===== src/rtl/selfmap_pkg.sv =====
// Shared types and constants of the self-mapping controller.
// Assumes: a 16-bit random source; the states below are the only ones.
package selfmap_pkg;
    localparam int RND_W = 16;
    localparam logic [RND_W-1:0] RND_RESET = 16'hACE1;

    typedef enum logic [2:0] {
        ST_IDLE,
        ST_RAND_CFG,
        ST_RAND_TEST,
        ST_GUIDE_DIAG,
        ST_GUIDE_CFG,
        ST_GUIDE_TEST,
        ST_END_OK,
        ST_END_FAIL
    } map_state_t;
endpackage


===== src/rtl/selfmap_rng.sv =====
// Random source for configuration bits: a 16-bit maximal-length shift register.
// Assumes: the caller never asks to step and to load in the same cycle (step wins).
module selfmap_rng
    import selfmap_pkg::*;
(
    input  logic             clk,
    input  logic             rst_n,
    input  logic             step,
    input  logic             load,
    input  logic [RND_W-1:0] seed,
    output logic [RND_W-1:0] value
);
    logic [RND_W-1:0] state_q;
    logic             fb;

    // Feedback bit of the x^16+x^14+x^13+x^11+1 polynomial.
    always_comb fb = state_q[15] ^ state_q[13] ^ state_q[12] ^ state_q[10];

    // State update: reset value, one shift per step, or a seed (zero mapped to 1).
    always_ff @(posedge clk) begin
        if (!rst_n)
            state_q <= RND_RESET;
        else if (step)
            state_q <= {state_q[RND_W-2:0], fb};
        else if (load)
            state_q <= (seed == '0) ? {{(RND_W-1){1'b0}}, 1'b1} : seed;
    end

    assign value = state_q;

    assert_rng_nonzero_R2: assert property (@(posedge clk) disable iff (!rst_n)
        step |=> (value != '0));
    assert_rng_shift_R2: assert property (@(posedge clk) disable iff (!rst_n)
        step |=> (value[RND_W-1:1] == $past(value[RND_W-2:0])));
endmodule


===== src/rtl/selfmap_tally.sv =====
// Failure counters: total failed tests and failed random-mode tests.
// Reports, for the failure being counted now, whether it reaches the cap or the budget.
// Assumes: a limit of 0 is treated as 1; counters saturate at their maximum.
module selfmap_tally #(
    parameter int CNT_W = 8
) (
    input  logic             clk,
    input  logic             rst_n,
    input  logic             clr,
    input  logic             inc_total,
    input  logic             inc_rand,
    input  logic [CNT_W-1:0] cap,
    input  logic [CNT_W-1:0] budget,
    output logic [CNT_W-1:0] total,
    output logic             cap_reached,
    output logic             budget_reached
);
    localparam logic [CNT_W-1:0] CNT_MAX = '1;
    localparam logic [CNT_W:0]   ONE_W   = {{CNT_W{1'b0}}, 1'b1};

    logic [CNT_W-1:0] total_q;
    logic [CNT_W-1:0] rand_q;
    logic [CNT_W:0]   cap_eff;
    logic [CNT_W:0]   budget_eff;

    // Effective limits with zero promoted to one.
    always_comb begin
        cap_eff    = (cap == '0)    ? ONE_W : {1'b0, cap};
        budget_eff = (budget == '0) ? ONE_W : {1'b0, budget};
    end

    // Limit compares against the count including the current failure.
    always_comb begin
        cap_reached    = ({1'b0, total_q} + ONE_W) >= cap_eff;
        budget_reached = ({1'b0, rand_q} + ONE_W) >= budget_eff;
    end

    // Total failed-test counter.
    always_ff @(posedge clk) begin
        if (!rst_n || clr)
            total_q <= '0;
        else if (inc_total && total_q != CNT_MAX)
            total_q <= total_q + 1'b1;
    end

    // Random-mode failed-test counter.
    always_ff @(posedge clk) begin
        if (!rst_n || clr)
            rand_q <= '0;
        else if (inc_rand && rand_q != CNT_MAX)
            rand_q <= rand_q + 1'b1;
    end

    assign total = total_q;

    assert_total_step_R7: assert property (@(posedge clk) disable iff (!rst_n)
        (inc_total && !clr && total_q != CNT_MAX) |=> (total_q == $past(total_q) + 1'b1));
    assert_total_clear_R9: assert property (@(posedge clk) disable iff (!rst_n)
        clr |=> (total_q == '0));
endmodule


===== src/rtl/selfmap_seq.sv =====
// Mapping sequencer: random retries first, then diagnosis-guided partial reloads.
// Assumes: done inputs are single-cycle pulses answering the active request only.
module selfmap_seq
    import selfmap_pkg::*;
(
    input  logic clk,
    input  logic rst_n,
    input  logic go,
    input  logic cfg_done,
    input  logic test_done,
    input  logic test_pass,
    input  logic diag_done,
    input  logic cap_reached,
    input  logic budget_reached,
    output logic cfg_req,
    output logic cfg_partial,
    output logic test_req,
    output logic diag_req,
    output logic cnt_clr,
    output logic inc_total,
    output logic inc_rand,
    output logic rng_step,
    output logic busy,
    output logic map_ok,
    output logic map_fail,
    output logic guided
);
    map_state_t state_q, state_d;
    logic       guided_q;
    logic       accept_go;
    logic       test_fail;

    // Strobes derived from the current state and handshakes.
    always_comb begin
        accept_go = go && (state_q == ST_IDLE || state_q == ST_END_OK || state_q == ST_END_FAIL);
        test_fail = test_done && !test_pass &&
                    (state_q == ST_RAND_TEST || state_q == ST_GUIDE_TEST);
    end

    // Next-state selection.
    always_comb begin
        state_d = state_q;
        unique case (state_q)
            ST_IDLE, ST_END_OK, ST_END_FAIL:
                if (go) state_d = ST_RAND_CFG;
            ST_RAND_CFG:
                if (cfg_done) state_d = ST_RAND_TEST;
            ST_RAND_TEST:
                if (test_done) begin
                    if (test_pass)           state_d = ST_END_OK;
                    else if (cap_reached)    state_d = ST_END_FAIL;
                    else if (budget_reached) state_d = ST_GUIDE_DIAG;
                    else                     state_d = ST_RAND_CFG;
                end
            ST_GUIDE_DIAG:
                if (diag_done) state_d = ST_GUIDE_CFG;
            ST_GUIDE_CFG:
                if (cfg_done) state_d = ST_GUIDE_TEST;
            ST_GUIDE_TEST:
                if (test_done) begin
                    if (test_pass)        state_d = ST_END_OK;
                    else if (cap_reached) state_d = ST_END_FAIL;
                    else                  state_d = ST_GUIDE_DIAG;
                end
            default: state_d = ST_IDLE;
        endcase
    end

    // State register.
    always_ff @(posedge clk) begin
        if (!rst_n) state_q <= ST_IDLE;
        else        state_q <= state_d;
    end

    // Mode flag: set when guided mode is entered, cleared on a new run.
    always_ff @(posedge clk) begin
        if (!rst_n || accept_go)
            guided_q <= 1'b0;
        else if (state_d == ST_GUIDE_DIAG)
            guided_q <= 1'b1;
    end

    // Request lines and status decoded from the state.
    always_comb begin
        cfg_req     = (state_q == ST_RAND_CFG) || (state_q == ST_GUIDE_CFG);
        cfg_partial = (state_q == ST_GUIDE_CFG);
        test_req    = (state_q == ST_RAND_TEST) || (state_q == ST_GUIDE_TEST);
        diag_req    = (state_q == ST_GUIDE_DIAG);
        map_ok      = (state_q == ST_END_OK);
        map_fail    = (state_q == ST_END_FAIL);
        busy        = !(state_q == ST_IDLE || map_ok || map_fail);
        guided      = guided_q;
    end

    // Counter and random-source strobes.
    always_comb begin
        cnt_clr   = accept_go;
        inc_total = test_fail;
        inc_rand  = test_fail && (state_q == ST_RAND_TEST);
        rng_step  = (state_d == ST_RAND_CFG || state_d == ST_GUIDE_CFG) && (state_d != state_q);
    end

    assert_one_request_R3: assert property (@(posedge clk) disable iff (!rst_n)
        $onehot0({cfg_req, test_req, diag_req}));
    assert_test_held_R3: assert property (@(posedge clk) disable iff (!rst_n)
        (test_req && !test_done) |=> test_req);
    assert_cfg_held_R3: assert property (@(posedge clk) disable iff (!rst_n)
        (cfg_req && !cfg_done) |=> (cfg_req && $stable(cfg_partial)));
    assert_rand_retry_R4: assert property (@(posedge clk) disable iff (!rst_n)
        (state_q == ST_RAND_TEST && test_fail && !cap_reached && !budget_reached)
        |=> (cfg_req && !cfg_partial && !diag_req));
    assert_guided_diag_R5: assert property (@(posedge clk) disable iff (!rst_n)
        (state_q == ST_GUIDE_TEST && test_fail && !cap_reached) |=> diag_req);
    assert_end_exclusive_R6: assert property (@(posedge clk) disable iff (!rst_n)
        (map_ok || map_fail) |-> (!busy && !(map_ok && map_fail)));
    assert_cap_first_R7: assert property (@(posedge clk) disable iff (!rst_n)
        (test_fail && cap_reached) |=> map_fail);
endmodule


===== src/rtl/selfmap_ctrl.sv =====
// Top of the hybrid self-mapping retry controller: sequencer, failure tally
// and random source. Assumes external units answer each request with one done pulse.
module selfmap_ctrl
    import selfmap_pkg::*;
#(
    parameter int CNT_W = 8
) (
    input  logic             clk,
    input  logic             rst_n,
    input  logic             go,
    input  logic             seed_load,
    input  logic [15:0]      seed_val,
    input  logic [CNT_W-1:0] rand_budget,
    input  logic [CNT_W-1:0] fail_cap,
    output logic             cfg_req,
    output logic             cfg_partial,
    output logic [15:0]      cfg_rand,
    input  logic             cfg_done,
    output logic             test_req,
    input  logic             test_done,
    input  logic             test_pass,
    output logic             diag_req,
    input  logic             diag_done,
    output logic             busy,
    output logic             map_ok,
    output logic             map_fail,
    output logic             ended_guided,
    output logic [CNT_W-1:0] fail_count
);
    logic cnt_clr, inc_total, inc_rand, rng_step;
    logic cap_reached, budget_reached;
    logic seed_take;

    // Seed writes are honoured only outside a run.
    always_comb seed_take = seed_load && !busy;

    selfmap_seq u_seq (
        .clk            (clk),
        .rst_n          (rst_n),
        .go             (go),
        .cfg_done       (cfg_done),
        .test_done      (test_done),
        .test_pass      (test_pass),
        .diag_done      (diag_done),
        .cap_reached    (cap_reached),
        .budget_reached (budget_reached),
        .cfg_req        (cfg_req),
        .cfg_partial    (cfg_partial),
        .test_req       (test_req),
        .diag_req       (diag_req),
        .cnt_clr        (cnt_clr),
        .inc_total      (inc_total),
        .inc_rand       (inc_rand),
        .rng_step       (rng_step),
        .busy           (busy),
        .map_ok         (map_ok),
        .map_fail       (map_fail),
        .guided         (ended_guided)
    );

    selfmap_tally #(.CNT_W(CNT_W)) u_tally (
        .clk            (clk),
        .rst_n          (rst_n),
        .clr            (cnt_clr),
        .inc_total      (inc_total),
        .inc_rand       (inc_rand),
        .cap            (fail_cap),
        .budget         (rand_budget),
        .total          (fail_count),
        .cap_reached    (cap_reached),
        .budget_reached (budget_reached)
    );

    selfmap_rng u_rng (
        .clk   (clk),
        .rst_n (rst_n),
        .step  (rng_step),
        .load  (seed_take),
        .seed  (seed_val),
        .value (cfg_rand)
    );

    assert_seed_ignored_busy_R8: assert property (@(posedge clk) disable iff (!rst_n)
        (busy && !rng_step) |=> $stable(cfg_rand));
endmodule


===== config.mk =====
export PLATFORM = sky130hd
export DESIGN_NAME = selfmap_ctrl
export DESIGN_NICKNAME = d
export VERILOG_FILES = /design/src/rtl/selfmap_pkg.sv /design/src/rtl/selfmap_rng.sv /design/src/rtl/selfmap_tally.sv /design/src/rtl/selfmap_seq.sv /design/src/rtl/selfmap_ctrl.sv
export SDC_FILE = /design/constraint.sdc
export NUM_CORES = 1
export LEC_CHECK = 0
export BUFFER_PORTS_ARGS = -buffer_cell sky130_fd_sc_hd__buf_2
export CORE_ASPECT_RATIO = 1.5
export CORE_UTILIZATION = 53
export CTS_CLUSTER_SIZE = 14
export DETAILED_ROUTE_END_ITERATION = 12
export GPL_TIMING_DRIVEN = 0
export PLACE_DENSITY = 0.85
export SYNTH_ARGS = -nofsm -noshare
export SYNTH_HDL_FRONTEND = slang
export SYNTH_SLANG_ARGS = --single-unit

===== constraint.sdc =====
create_clock -name clk -period 3.84 [get_ports clk]
set_input_delay 0.576 -clock clk [delete_from_list [all_inputs] [get_ports clk]]
set_output_delay 0.576 -clock clk [all_outputs]
set_load 0.01 [all_outputs]

==> run metrics <==
status=complete, no violations; PnR Total Power=0.00149 W; Tcrit/Tclk final=91.3%; row count=30; WL per Instance=approximately 13 um; post-route ant nets=0; Clock Tree Buf Depth=2; number of max-cap violations=0; area leader, netlist=dfxtp_1; Distinct cells, synth=between 40 and 50; vias post-DR=roughly 2500; Initial Util=56.1%; Worst-Margin Slew=~780 ps; TritonRoute pass-1 iters=7; dominant cells by area after synthesis=dfxtp_1 (28%), ha_1 (8.8%), mux2i_1 (7.0%); CTS tree=done; VDD IR-drop max=around 390 uV; Period minus WS final=3510 ps; CTS Buf Count=5; Die Area=about 0.005 sq mm; GRT Total Usage=~24%; via/cell ratio=~5.5; Congestion Overflow GR=0; Critical R2R Launch=u_tally.total[0]$_SDFFE_PP0P_; worst rel slew slack=47.3%; post-synth top area share=between 20% and 30%; most frequent cell after synthesis=nand2_1; crit-path max FO=6; height of the die=between 80 and 90 um; Port Buffers=70; CP Class=flop to flop; DRC viols=0; DIE WIDTH=just under 60 um; Async SR Flop Fraction=0%; Antenna Cells=0; NetSw=between 0.0005 and 0.0006 W; Synth Area per Inst=8.18 sq um; # clock sinks=36; Max Slew Vio Count=0; FMAX=roughly 290 MHz; Yosys warnings=0; register area share after synthesis=between 20% and 30%; clk_lat worst skew=between 200 and 300 ps; Worst Skew=3.07 ps; initial antenna violation count=0; RSZ-0062 raised after global routing=false; clock share of power=22.5%; Post-synth EDFFs=0; Post-CTS Hold Buffers=0; Mapped Nets=about 370; first-pass GRT wire length=9610 um; GPL Wtd Cong=around 0.85; Core ar.=between 0.004 and 0.005 sq mm; reg-to-reg slack, setup=roughly 330 ps; Int Pwr=~0.00096 W; Critical Path Source Type=flop; htree depth=2; synthesized instance count=~310; Post-synth top cells=nand2_1 (39), dfxtp_1 (36), nor2_1 (25); synthesized area=about 0.0026 sq mm; Switching Fraction=35.6%; worst min-delay path class=flop to flop; hold path start=u_seq.guided$_SDFFE_PP0N_; DP Wirelength=between 4000 and 5000 um; combinational share of power=a little over two fifths; leakage=approximately 1.5 nW; share of layout cells above drive strength 1=26.1%; Synth-to-Final Area Change=21.8%; # IOs=between 70 and 80; wirelength, routed=between 5000 and 6000 um; Worst setup EP type=flop; WP data required=approximately 4000 ps; Clock transition at path regs=~70 ps; Final Setup Violations=0; FF+latch count, synth=36; Flop pwr share=around a third; CTS Root Cell=clkbuf_8; pin count of the biggest net entering global routing=12; Net count, final=between 400 and 500; final hold violations=0; vias in the first global route=2362; DRT iter0 DRCs=about 110; Post-synth top flop=dfxtp_1; Pwr Density=roughly 480 mW/mm^2; Final TNS setup=0 ps; Arr. time, crit path=3690 ps; crit path launch=u_tally.total[0]$_SDFFE_PP0P_
-- cell families (layout without fill, tap and decap cells) --
kind of cell | after synthesis | after routing | share of synthesized area (%)
AO/OA/AOI/OAI | 48 | 48 | 12.3
XOR/XNOR | 24 | 24 | 8.18
adder cells (fa/ha/maj) | 18 | 18 | 8.76
buffers and inverters | 29 | 109 | 5.01
flip-flops | 36 | 36 | 28.0
multiplexers | 29 | 29 | 12.0
AND/OR/NAND/NOR | 130 | 130 | 25.8
-- sequential cells by signal, indices dropped and copies added, names as in the netlist --
register and flops:
u_seq.state_q 3, u_tally.total 8, u_seq.guided 1, u_rng.value 16, u_tally.rand_q 8
-- worst max-delay path: stages (launching register included) --
cell	delay, ps
dfxtp_1	410
ha_1	250
nand3_2	170
nor2_2	200
xor2_1	170
ha_1	260
a21o_1	190
a211o_1	300
nor4_1	170
nand2_1	100
a211oi_2	290
nor3b_4	350
buf_4	200
mux2_2	340
-- through the flow --
stage | util [%] | worst slack (ps) | hold WS [ps] | instance area (sq um) | std cells
after detailed placement | 65.5 | 72.7 | 441 | 3000 | 448
after floorplan | - | 451 | 470 | 2570 | 314
after CTS | 67.9 | 49.2 | 476 | 3110 | 456
after global placement | 65.5 | 117 | 430 | 3000 | 448
final | 68.4 | 332 | 462 | 3130 | 458
after global routing | 68.4 | 32.3 | 496 | 3130 | 458
-- cell usage in the layout (no fill, tap or decap), drive strengths merged, types with 13 or more instances in the layout --
master  netlist  layout
a21oi        17      17
buf           6      78
xnor2        13      13
mux2i        18      18
ha           18      18
nand2        39      39
dfxtp        36      36
inv          18      18
nor2         25      25
-- power groups by stage --
| stage | Clock [W] | Combinational, W | Sequential [W] |
|---|---|---|---|
| after global routing | 0.000354 | 0.000705 | 0.000508 |
| after CTS | 0.000336 | 0.000636 | 0.000500 |
| after global placement | 0 | 0.000618 | 0.000503 |
| after floorplan | 0 | 0.000437 | 0.000523 |
| final | 0.000336 | 0.000655 | 0.000502 |
| after detailed placement | 0 | 0.000634 | 0.000506 |
-- routing by layer --
metal / global-route usage, % / vias up / wire length [um] / part of all wire [%]
met2: 48.2 / 68 / 3290 / 56
met3: 6.24 / 11 / 241 / 4.1
met1: 22.0 / 1174 / 2270 / 38
li1: - / 1257 / - / -
met4: 10.6 / 0 / 95 / 1.6
met5: 0 / - / 0 / 0
-- timing repair --
item | in CTS | in global routing
gates resized for setup | 0 | 2
setup endpoints to repair | 0 | 16
buffers inserted | 0 | 2
-- path summary, 6_finish.rpt --
check,to,cells after the start
hold reg to reg,u_seq.guided$_SDFFE_PP0N_,2
setup reg to reg,u_rng.value[7]$_SDFFE_PN1P_,13
hold / removal,u_seq.guided$_SDFFE_PP0N_,2
setup / recovery,u_rng.value[7]$_SDFFE_PN1P_,13
-- cell type report --
type,instances,area (sq um)
inverter,18,67.6
buffer,11,61.3
timing repair buffer,72,365
clock buffer,6,72.6
clock inverter,2,35.0
multi-input combinational,249,1730
sequential,36,721
fill,394,1450
tap,64,80.1
Power figures use the tool's default switching activity.
